`src/rtl/wfe_ctrl.sv`:
```
module wfe_ctrl #(
  parameter int NCORE = 4
) (
  input  logic             clk,
  input  logic             rst_n,
  input  logic [NCORE-1:0] wfe_go,
  input  logic [NCORE-1:0] wfe_skip,
  input  logic [NCORE-1:0] sev_req,
  input  logic [NCORE-1:0] exc_entry,
  input  logic [NCORE-1:0] evt_ack,
  input  logic [NCORE-1:0] irq,
  input  logic [NCORE-1:0] fiq,
  input  logic [NCORE-1:0] abt,
  input  logic [NCORE-1:0] rst_req,
  input  logic [NCORE-1:0] irq_mask,
  input  logic [NCORE-1:0] fiq_mask,
  input  logic [NCORE-1:0] abt_mask,
  output logic [NCORE-1:0] evt_flag,
  output logic [NCORE-1:0] evt_pend,
  output logic [NCORE-1:0] asleep,
  output logic [NCORE-1:0] wake_pulse,
  output logic [NCORE-1:0] int_pend,
  output logic [NCORE-1:0] take_rst,
  output logic [NCORE-1:0] take_evt
);

  logic [NCORE-1:0] unmasked;
  logic [NCORE-1:0] post;
  logic [NCORE-1:0] set_flag;

  assign unmasked = (irq & ~irq_mask) | (fiq & ~fiq_mask) | (abt & ~abt_mask);
  assign int_pend = unmasked | rst_req | evt_pend;
  assign take_rst = rst_req;
  assign take_evt = evt_pend & ~rst_req & ~unmasked;
  assign set_flag = exc_entry | evt_ack | wfe_skip | sev_req;

  for (genvar i = 0; i < NCORE; i++) begin : g_core
    logic [NCORE-1:0] others;
    assign others  = sev_req & ~(NCORE'(1) << i);
    assign post[i] = (|others) & ~evt_flag[i];

    always_ff @(posedge clk) begin
      if (!rst_n) begin
        evt_flag[i]   <= 1'b0;
        evt_pend[i]   <= 1'b0;
        asleep[i]     <= 1'b0;
        wake_pulse[i] <= 1'b0;
      end else begin
        if (set_flag[i])
          evt_flag[i] <= 1'b1;
        else if (wfe_go[i] && evt_flag[i])
          evt_flag[i] <= 1'b0;
        evt_pend[i] <= post[i] | (evt_pend[i] & ~evt_ack[i]);
        if (asleep[i])
          asleep[i] <= ~int_pend[i];
        else
          asleep[i] <= wfe_go[i] & ~evt_flag[i] & ~int_pend[i];
        wake_pulse[i] <= asleep[i] & int_pend[i];
      end
    end

    a_r2_wfe_clears: assert property (@(posedge clk) disable iff (!rst_n)
      (wfe_go[i] && evt_flag[i] && !set_flag[i] && !asleep[i]) |=> (!evt_flag[i] && !asleep[i]));
    a_r3_pending_blocks_sleep: assert property (@(posedge clk) disable iff (!rst_n)
      (wfe_go[i] && !evt_flag[i] && int_pend[i] && !set_flag[i] && !asleep[i]) |=> (!asleep[i] && !evt_flag[i]));
    a_r4_sleep: assert property (@(posedge clk) disable iff (!rst_n)
      (wfe_go[i] && !evt_flag[i] && !int_pend[i] && !asleep[i]) |=> asleep[i]);
    a_r5_skip_sets: assert property (@(posedge clk) disable iff (!rst_n)
      (wfe_skip[i] && !asleep[i]) |=> (evt_flag[i] && !asleep[i]));
    a_r6_post: assert property (@(posedge clk) disable iff (!rst_n)
      post[i] |=> evt_pend[i]);
    a_r7_ack: assert property (@(posedge clk) disable iff (!rst_n)
      (evt_ack[i] && !post[i]) |=> (evt_flag[i] && !evt_pend[i]));
    a_r8_exc_sets: assert property (@(posedge clk) disable iff (!rst_n)
      exc_entry[i] |=> evt_flag[i]);
    a_r11_wake: assert property (@(posedge clk) disable iff (!rst_n)
      (asleep[i] && int_pend[i]) |=> (!asleep[i] && wake_pulse[i]));
    a_r11_one_cycle: assert property (@(posedge clk) disable iff (!rst_n)
      wake_pulse[i] |=> !wake_pulse[i]);
  end

endmodule

```
`config.mk`:
```
export PLATFORM = sky130hd
export DESIGN_NAME = wfe_ctrl
export DESIGN_NICKNAME = d
export VERILOG_FILES = /design/src/rtl/wfe_ctrl.sv
export SDC_FILE = /design/constraint.sdc
export NUM_CORES = 1
export LEC_CHECK = 0
export ABC_AREA = 0
export BUFFER_PORTS_ARGS = -buffer_cell sky130_fd_sc_hd__buf_2
export CORE_ASPECT_RATIO = 1.2
export CORE_UTILIZATION = 38
export CTS_CLUSTER_SIZE = 12
export DETAILED_ROUTE_END_ITERATION = 6
export PLACE_DENSITY = 0.87
export REMOVE_ABC_BUFFERS = 1
export SETUP_SLACK_MARGIN = 0.02
export SYNTH_ARGS = -nofsm -noshare
export SYNTH_HDL_FRONTEND = slang
export SYNTH_SLANG_ARGS = --single-unit
```
`constraint.sdc`:
```
create_clock -name clk -period 2.05 [get_ports clk]
set_clock_uncertainty 0.1 [all_clocks]
set_input_delay 0.41 -clock clk [delete_from_list [all_inputs] [get_ports clk]]
set_output_delay 0.41 -clock clk [all_outputs]
set_load 0.02 [all_outputs]
```
== After elaboration in Yosys (flattened, before gate mapping) ==
Index checks and enable logic that the tools add are counted.

* Register bits after elaboration: 16

* Mux-type cells: 12
* Bitwise logic cells: 53
* Reduce and logical (&&, ||, !) cells: 12

{| class="wikitable"
|+ Operators by type and width
! kind !! number
|-
| $or A4 B4 Y4 || 7
|-
| $and A1 B1 Y1 || 20
|-
| $and A4 B4 Y4 || 5
|-
| $not A4 Y4 || 5
|-
| $mux W1 || 12
|-
| $not A1 Y1 || 12
|-
| $reduce_or A3 Y1 || 4
|-
| $reduce_bool A2 Y1 || 4
|-
| $logic_and A1 B1 Y1 || 4
|-
| $or A1 B1 Y1 || 4
|}

== Longest topological paths before layout ==
Gate-level depths: netlist of the first run.

* Word-level depth: 9
* Gate-level depth with buffers: 3

== Worst setup path before layout of the first run ==
OpenSTA, ideal clock, no wires.

* Path type: in2out
* Start: in fiq[0]
* End: out take_evt[0]
* Arrival time: 1,300 ps
* Data required time: 1,540 ps
* Slack: 240 ps
* Stages on the path: 3
* Buffers on the path: 0
* Path through: nor2b_4 -> or4_1 -> nor2_1

* Word-level cells in the longest chain between the ends: 5

{| class="wikitable"
|+ Ends and longest elaborated chain
! what !! line !! RTL
|-
| start: declaration || 12 || <nowiki>input logic [NCORE-1:0] fiq,</nowiki>
|-
| $and A4 B4 Y4 || 31 || <nowiki>assign unmasked = (irq & ~irq_mask) | (fiq & ~fiq_mask) | (abt & ~abt_mask);</nowiki>
|-
| $or A4 B4 Y4 (2 in a row) || 31 ||
|-
| $not A4 Y4 || 34 || <nowiki>assign take_evt = evt_pend & ~rst_req & ~unmasked;</nowiki>
|-
| $and A4 B4 Y4 || 34 ||
|-
| end: declaration || 24 || <nowiki>output logic [NCORE-1:0] take_evt</nowiki>
|}

Every way passes these cells.

== Final worst setup path of the first run ==
* Start: in fiq[2]
* End: out take_evt[2]

Same word-level chain as after synthesis.

==> impl_metrics.env, run 1 <==
export IMPL_grt_max_degree=17
export IMPL_max_freq_mhz=526
export IMPL_numCtsBuffers=3
export IMPL_fin_util=0.639
export IMPL_total_power_mw=0.712
export IMPL_wirelength_um=2240
export IMPL_die_y_um=52.6
export IMPL_first_global_vias=823
export IMPL_drt_iter0_markers=20
export IMPL_dieArea_sq_um=2320
export IMPL_place_gp_congestion=0.756
export IMPL_final_design_area_no_fill_sq_um=1220
export IMPL_initial_core_util=0.424
export IMPL_period_needed_ps=1900
export IMPL_status="complete, but fails checks"
export IMPL_antenna_found_initial=0
export IMPL_cts_buffer_depth=2
export IMPL_hold_ws_ps=303
export IMPL_maxSlewHeadroom=0.785
export IMPL_ioPinCount=78
export IMPL_cts_root_buffer="clkbuf_4"
export IMPL_htree_levels=1
export IMPL_die_w_um=44.2
export IMPL_multi_input_area_sq_um=442
export IMPL_wl_per_cell_um=11.9
export IMPL_ir_drop_mv=0.404
export IMPL_synth_seq_cells=16
export IMPL_clkLatencyLatePin_ps=280
export IMPL_layout_commonest_cell="buf_2"
export IMPL_fin_ws_ps=148
export IMPL_antenna_cells=0
export IMPL_place_area_sq_um=1190
export IMPL_mostFrequentLayoutCells="77 x buf_2, 16 x dfxtp_1, 12 x nor2_1, 10 x nor2b_1, 7 x nand2b_1"
export IMPL_rsz0062_at_grt="false"
export IMPL_cts_sinks=16
export IMPL_areaGrowthSynthToFinish_pct=50.8
export IMPL_timing_setup_tns_ps=0
export IMPL_crit_path_start_kind="input pin"
export IMPL_finalSetupViolCount=0
export IMPL_cellInternalPower_mw=0.516
export IMPL_routed_via_density=5.02
export IMPL_dp_slack_ps=166
export IMPL_p_sw_mw=0.196
export IMPL_leakagePower_nw=0.643
export IMPL_antenna_left=0
export IMPL_hp_class="in -> reg"
export IMPL_synth_area_sq_um=811
export IMPL_nFillCells=173
export IMPL_path_clk_slew_ps=100
export IMPL_min_period_over_period=0.928
export IMPL_grt_first_pass_wirelength_um=3280
export IMPL_core_sq_um=1910
export IMPL_post_cts_buffers=0
export IMPL_postCtsHoldBufs=0
export IMPL_crit_path_end_kind="primary output"
export IMPL_vias=943
export IMPL_cts_tree="done"
export IMPL_worstMarginPinSlew_ps=319
export IMPL_cts_resized=0
export IMPL_drv_slew=0
export IMPL_seqPwrFrac=0.469
export IMPL_ys_seq_area_frac=0.395
export IMPL_gr_total_overflow=0
export IMPL_critPathRequiredTime_ps=1540
export IMPL_dp_hpwl_um=1880
export IMPL_row_count=17
export IMPL_io_buffers=77
export IMPL_hold_violations=0
export IMPL_power_density_nw_per_um2=582
export IMPL_final_cells=188
export IMPL_pwr_share_clk=0.289
export IMPL_violations="DRC"
export IMPL_yosys_cell_types_count=19
export IMPL_yosys_warnings=0
export IMPL_critPathArrivalTime_ps=1390
export IMPL_worst_path_max_fanout=2
export IMPL_pwr_share_comb=0.241
export IMPL_regArea_sq_um=320
export IMPL_drv_cap=0
export IMPL_p_sw_frac=0.275
export IMPL_drive_above_1_share=0.515
export IMPL_remaining_drc_errors=6
export IMPL_reg2reg_slack_ps=750
export IMPL_grt_util_all_layers=0.189
export IMPL_dpl_cell_count=184
export IMPL_netlist_instances=93
export IMPL_avgSynthCellArea_sq_um=8.72
export IMPL_critPathKind="in -> out"
export IMPL_fin_nets=220
export IMPL_dr_pass1_iters=7
==> cells in the mapped netlist <==
cell type / instances / share of area
nor2b_1: 10 / 0.077
inv_1: 4 / 0.019
or4_1: 3 / 0.028
dfxtp_1: 16 / 0.40
o22ai_1: 4 / 0.031
nor2_1: 12 / 0.056
nor4_1: 4 / 0.031
nor2b_4: 3 / 0.051
nor3_1: 4 / 0.025
clkbuf_1: 1 / 0.0046
a21boi_0: 4 / 0.037
buf_4: 4 / 0.037
and2_1: 4 / 0.031
nand4b_1: 1 / 0.011
and3_1: 4 / 0.031
nand4_1: 1 / 0.0077
nand2b_1: 7 / 0.054
or4b_4: 3 / 0.051
o21ai_0: 4 / 0.025
==> cell type report <==
type	count	area share
multi-input cells	68	0.361
repair buffers	77	0.315
flip-flops and latches	16	0.262
clock buffers	4	0.0297
well taps	19	0.0194
inverters	4	0.0123
==> worst max-delay path: stages <==
cell,delay (ps)
buf_2,90
nor2b_4,120
or4_1,500
nor2_1,100
buf_2,170
==> final timing paths <==
kind | from | endpoint | cells after the start
setup / recovery | fiq[2] | take_evt[2] | 5
hold / removal | wfe_go[3] | evt_flag[3] | 3
setup reg to reg | evt_pend[2] | wake_pulse[2] | 3
hold reg to reg | asleep[0] | wake_pulse[0] | 1
==> power by group through the flow <==
stage | Combinational, mW | Clock (mW) | Sequential (mW)
floorplan | 0.0635 | 0 | 0.356
global placement | 0.167 | 0 | 0.340
detailed placement | 0.172 | 0 | 0.341
CTS | 0.173 | 0.210 | 0.334
global route | 0.187 | 0.220 | 0.336
finish | 0.172 | 0.206 | 0.334
==> cells by family (layout without fill, tap and decap cells) <==
logic type             after synthesis  count (layout)  share of synthesized area
AO/OA/AOI/OAI                       12              12                     0.0926
flip-flops                          16              16                      0.395
AND/OR/NAND/NOR                     56              56                      0.452
buffers and inverters                9              85                     0.0602
==> routing by layer <==
layer  routed length [um]  part of all wire  GRT usage  vias to the layer above
li1                     -                 -          -                      474
met1                  841              0.38      0.205                      425
met2                 1210              0.54      0.370                       44
met3                  181             0.081     0.0207                        0
met4                    0                 0     0.0606                        0
met5                    0                 0          0                        -
==> sequential cells by signal (all words and copies together), names as in the netlist <==
register    cells
evt_pend        4
evt_flag        4
asleep          4
wake_pulse      4
(Power assumes the default switching activity.)
==> run 2, diff against run 1 <==
PLACE_DENSITY = default   (was 0.87)
PLACE_DENSITY_LB_ADDON = 0.12   (was default)
==> impl_metrics.env, run 2 (synthesized netlist as in run 1, its figures left out) <==
export IMPL_status="complete, but fails checks"
export IMPL_violations="DRC"
export IMPL_clkLatencyLatePin_ps=280
export IMPL_critPathArrivalTime_ps=1370
export IMPL_place_gp_congestion=0.721
export IMPL_layout_commonest_cell="buf_2"
export IMPL_worst_path_max_fanout=2
export IMPL_drv_slew=0
export IMPL_leakagePower_nw=0.643
export IMPL_grt_first_pass_wirelength_um=2930
export IMPL_numCtsBuffers=3
export IMPL_dp_slack_ps=172
export IMPL_use_met2=0.297
export IMPL_drive_above_1_share=0.515
export IMPL_min_period_over_period=0.917
export IMPL_antenna_left=0
export IMPL_wirelength_um=1870
export IMPL_ir_drop_mv=0.461
export IMPL_postCtsHoldBufs=0
export IMPL_core_sq_um=1910
export IMPL_crit_end="take_evt[1]"
export IMPL_dieArea_sq_um=2320
export IMPL_io_buffers=77
export IMPL_fin_ws_ps=170
export IMPL_maxSlewHeadroom=0.851
export IMPL_critPathRequiredTime_ps=1540
export IMPL_cts_root_buffer="clkbuf_4"
export IMPL_r2r_start="evt_pend[0]"
export IMPL_antenna_cells=0
export IMPL_cts_tree="done"
export IMPL_antenna_found_initial=0
export IMPL_dr_pass1_iters=6
export IMPL_htree_levels=1
export IMPL_worstMarginPinSlew_ps=221
export IMPL_drt_iter0_markers=11
export IMPL_die_y_um=52.6
export IMPL_areaGrowthSynthToFinish_pct=50.8
export IMPL_cts_buffer_depth=2
export IMPL_critPathKind="in -> out"
export IMPL_row_count=17
export IMPL_die_w_um=44.2
export IMPL_rsz0062_at_grt="false"
export IMPL_use_met1=0.195
export IMPL_crit_path_end_kind="primary output"
export IMPL_ff2ff_path_depth=3
export IMPL_grt_util_all_layers=0.165
export IMPL_mostFrequentLayoutCells="77 x buf_2, 16 x dfxtp_1, 12 x nor2_1, 10 x nor2b_1, 7 x nand2b_1"
export IMPL_ioPinCount=78
export IMPL_wl_per_cell_um=9.97
export IMPL_dp_hpwl_um=1590
export IMPL_r2r_end="wake_pulse[0]"
export IMPL_drv_cap=0
export IMPL_use_met3=0.0310
export IMPL_fin_nets=220
export IMPL_reg2reg_slack_ps=770
export IMPL_hp_class="in -> reg"
export IMPL_initial_core_util=0.424
export IMPL_max_freq_mhz=532
export IMPL_cts_sinks=16
export IMPL_dpl_cell_count=184
export IMPL_routed_via_density=4.80
export IMPL_post_cts_buffers=0
export IMPL_period_needed_ps=1880
export IMPL_finalSetupViolCount=0
export IMPL_path_clk_slew_ps=100
export IMPL_timing_setup_tns_ps=0
export IMPL_gr_total_overflow=0
export IMPL_grt_max_degree=17
export IMPL_final_cells=188
export IMPL_remaining_drc_errors=4
export IMPL_power_density_nw_per_um2=580
export IMPL_grt_busiest_layer="met2"
export IMPL_first_global_vias=771
export IMPL_crit_path_start="fiq[1]"
export IMPL_cts_resized=0
export IMPL_crit_path_start_kind="input pin"
export IMPL_vias=902
export IMPL_hold_violations=0
[run 2: final cells by class]
class	instances	area, sq um
clock buffers	4	36.3
fillers	190	692
inverters	4	15.0
multi-input cells	68	442
flip-flops and latches	16	320
well taps	19	23.8
repair buffers	77	385
[run 2: stage by stage]
stage | hold WS, ps | power [mW] | utilization | area [sq um]
2_1_floorplan | 432 | 0.419 | - | 777
3_3_place_gp | 372 | 0.507 | 0.620 | 1190
3_5_place_dp | 382 | 0.511 | 0.620 | 1190
4_1_cts | 292 | 0.718 | 0.639 | 1220
5_1_grt | 304 | 0.745 | 0.639 | 1220
6_report | 292 | 0.709 | 0.639 | 1220
[run 2: critical path, stage by stage]
cell and delay [ps]:
buf_2 90, nor2b_4 110, or4_1 500, nor2_1 90, buf_2 170
[run 2: report_power, final]
| group | switching [mW] | internal (mW) |
|---|---|---|
| logic | 0.0842 | 0.0842 |
| clock network | 0.0995 | 0.108 |
| registers | 0.00980 | 0.324 |
| total | 0.193 | 0.516 |
[run 2: routing by layer]
layer  vias to the layer above  wire [um]
met5                         -          0
met3                         2        137
met1                       388        776
li1                        472          -
met4                         0          9
met2                        40        950
[run 2: worst min path at each step]
stage / from / endpoint / slack [ps] / depth (start not counted)
3_5_place_dp: asleep[3] / wake_pulse[3] / 380 / 1
2_1_floorplan: rst_n / evt_pend[0] / 430 / 1
5_1_grt: wfe_go[3] / evt_flag[3] / 300 / 3
4_1_cts: wfe_go[2] / evt_flag[2] / 290 / 3
3_3_place_gp: asleep[2] / wake_pulse[2] / 370 / 1
6_report: wfe_go[2] / evt_flag[2] / 290 / 3
==> run 3, diff against run 2 <==
ABC_AREA = 1   (was 0)
BUFFER_PORTS_ARGS = -buffer_cell sky130_fd_sc_hd__clkbuf_2   (was -buffer_cell sky130_fd_sc_hd__buf_2)
CORE_UTILIZATION = 40   (was 38)
==> impl_metrics.env, run 3 <==
export IMPL_cts_buffer_depth=2
export IMPL_synth_seq_cells=16
export IMPL_p_sw_frac=0.315
export IMPL_p_sw_mw=0.217
export IMPL_synth_edf_count=0
export IMPL_power_density_nw_per_um2=516
export IMPL_avgSynthCellArea_sq_um=6.53
export IMPL_first_global_vias=993
export IMPL_drv_slew=0
export IMPL_synth_top_cell_area_share=0.345
export IMPL_grt_first_pass_wirelength_um=3570
export IMPL_synth_area_sq_um=927
export IMPL_crit_path_start_kind="flip-flop"
export IMPL_areaGrowthSynthToFinish_pct=44.0
export IMPL_row_count=18
export IMPL_numCtsBuffers=3
export IMPL_min_period_over_period=0.780
export IMPL_yosys_cell_types_count=13
export IMPL_pwr_share_clk=0.238
export IMPL_crit_path_start="evt_pend[0]"
export IMPL_htree_levels=1
export IMPL_netlist_instances=142
export IMPL_vias=1075
export IMPL_status="completed"
export IMPL_yosys_top_cells_area="dfxtp_1 35%, inv_1 13%, nand2_2 11%"
export IMPL_wirelength_um=2240
export IMPL_antenna_left=0
export IMPL_antenna_found_initial=0
export IMPL_crit_path_end_kind="primary output"
export IMPL_place_gp_congestion=0.690
export IMPL_drt_iter0_markers=5
export IMPL_critPathRequiredTime_ps=1540
export IMPL_cellInternalPower_mw=0.472
export IMPL_layout_commonest_cell="clkbuf_2"
export IMPL_initial_core_util=0.438
export IMPL_timing_setup_tns_ps=0
export IMPL_final_design_area_no_fill_sq_um=1340
export IMPL_place_area_sq_um=1310
export IMPL_clkLatencyLatePin_ps=280
export IMPL_core_sq_um=2120
export IMPL_max_freq_mhz=625
export IMPL_postCtsHoldBufs=0
export IMPL_grt_max_degree=14
export IMPL_critPathArrivalTime_ps=1090
export IMPL_grt_util_all_layers=0.200
export IMPL_fin_nets=269
export IMPL_synth_largest_area_cell="dfxtp_1"
export IMPL_drive_above_1_share=0.488
export IMPL_critPathKind="reg -> out"
export IMPL_hp_class="in -> reg"
export IMPL_ys_async_sr_fraction=0
export IMPL_gr_total_overflow=0
export IMPL_drv_cap=0
export IMPL_rsz0062_at_grt="false"
export IMPL_synth_common_cells="31 x inv_1, 24 x nand2_1, 16 x dfxtp_1, 16 x nand2_2"
export IMPL_routed_via_density=4.35
export IMPL_remaining_drc_errors=0
export IMPL_worst_path_max_fanout=4
export IMPL_ys_seq_area_frac=0.345
export IMPL_dieArea_sq_um=2520
export IMPL_reg2reg_slack_ps=1150
export IMPL_r2r_end="evt_pend[3]"
export IMPL_crit_end="take_evt[0]"
export IMPL_cts_sinks=16
export IMPL_dr_pass1_iters=4
export IMPL_cts_resized=0
export IMPL_io_buffers=77
export IMPL_maxSlewHeadroom=0.830
export IMPL_total_power_mw=0.689
export IMPL_leakagePower_nw=0.817
export IMPL_seqPwrFrac=0.483
export IMPL_worstMarginPinSlew_ps=254
export IMPL_ff2ff_path_depth=3
export IMPL_antenna_cells=0
export IMPL_yosysMostFrequentCell="inv_1"
export IMPL_dp_hpwl_um=1990
export IMPL_pwr_share_comb=0.279
export IMPL_mostFrequentLayoutCells="77 x clkbuf_2, 31 x inv_1, 24 x nand2_1, 16 x nand2_2, 16 x dfxtp_1"
export IMPL_nFillCells=227
export IMPL_path_clk_slew_ps=90
export IMPL_post_cts_buffers=0
export IMPL_period_needed_ps=1600
export IMPL_finalSetupViolCount=0
export IMPL_postSynth_topFlopCell="dfxtp_1"
export IMPL_cts_tree="done"
export IMPL_hold_violations=0
export IMPL_r2r_start="evt_pend[3]"
export IMPL_die_w_um=46.0
export IMPL_cts_root_buffer="clkbuf_4"
export IMPL_yosys_warnings=0
export IMPL_die_y_um=54.7
export IMPL_ir_drop_mv=0.294
export IMPL_wl_per_cell_um=9.07
export IMPL_ioPinCount=78
run 3: cell types whose count changed after synthesis, moves of 6 or more:
cell | previous run | this run
nand3_1 | 0 | 8
inv_2 | 0 | 6
nor2b_1 | 10 | 0
nand2b_1 | 7 | 0
inv_1 | 4 | 31
nand2_2 | 0 | 16
nand2_1 | 0 | 24
a21oi_1 | 0 | 8
run 3: area by class of cell:
| class | count | area [sq um] | area share |
|---|---|---|---|
| clock buffer | 3 | 22.5 | 0.0169 |
| timing repair buffer | 77 | 385 | 0.289 |
| multi-input combinational | 84 | 430 | 0.322 |
| tap | 30 | 37.5 | 0.0281 |
| inverter | 37 | 139 | 0.104 |
| sequential | 16 | 320 | 0.240 |
run 3: cells by family after synthesis:
family                 count (synthesis)  share of synthesized area
buffers and inverters                 42                      0.190
AO/OA/AOI/OAI                         12                     0.0648
flip-flops                            16                      0.345
AND/OR/NAND/NOR                       72                      0.399
run 3: worst min-delay path by stage:
stage          depth (start not counted)       endpoint        start  slack (ps)
3_5_place_dp                           2  wake_pulse[0]    asleep[0]         340
6_report                               5    evt_flag[0]  wfe_skip[0]         290
5_1_grt                                5    evt_flag[2]  wfe_skip[2]         310
2_1_floorplan                          2    evt_flag[0]        rst_n         410
3_3_place_gp                           2  wake_pulse[3]    asleep[3]         330
4_1_cts                                5    evt_flag[0]  wfe_skip[0]         280
run 3: critical path, stage by stage (launching register included):
cell,delay (ps)
dfxtp_1,350
inv_2,60
nor3_1,200
clkbuf_2,200
run 3: power groups by stage:
stage               clock, mW  sequential, mW  combinational [mW]
floorplan                   0           0.356              0.0870
global placement            0           0.340               0.188
detailed placement          0           0.341               0.194
CTS                     0.174           0.333               0.195
global route            0.190           0.336               0.214
finish                  0.164           0.333               0.192
run 3: routing by layer:
| metal | up-vias | part of all wire | track usage |
|---|---|---|---|
| met5 | - | 0 | 0 |
| met4 | 0 | 0.0054 | 0.0882 |
| met3 | 2 | 0.065 | 0.0297 |
| met2 | 47 | 0.55 | 0.401 |
| met1 | 459 | 0.38 | 0.193 |
| li1 | 567 | - | - |
run 3: stage by stage:
stage               std cells   util  setup slack, ps  hold WS (ps)
global placement          244  0.620              557           330
floorplan                 137      -              496           408
detailed placement        244  0.620              508           338
finish                    247  0.631              451           295
CTS                       247  0.631              429           285
global route              247  0.631              356           309
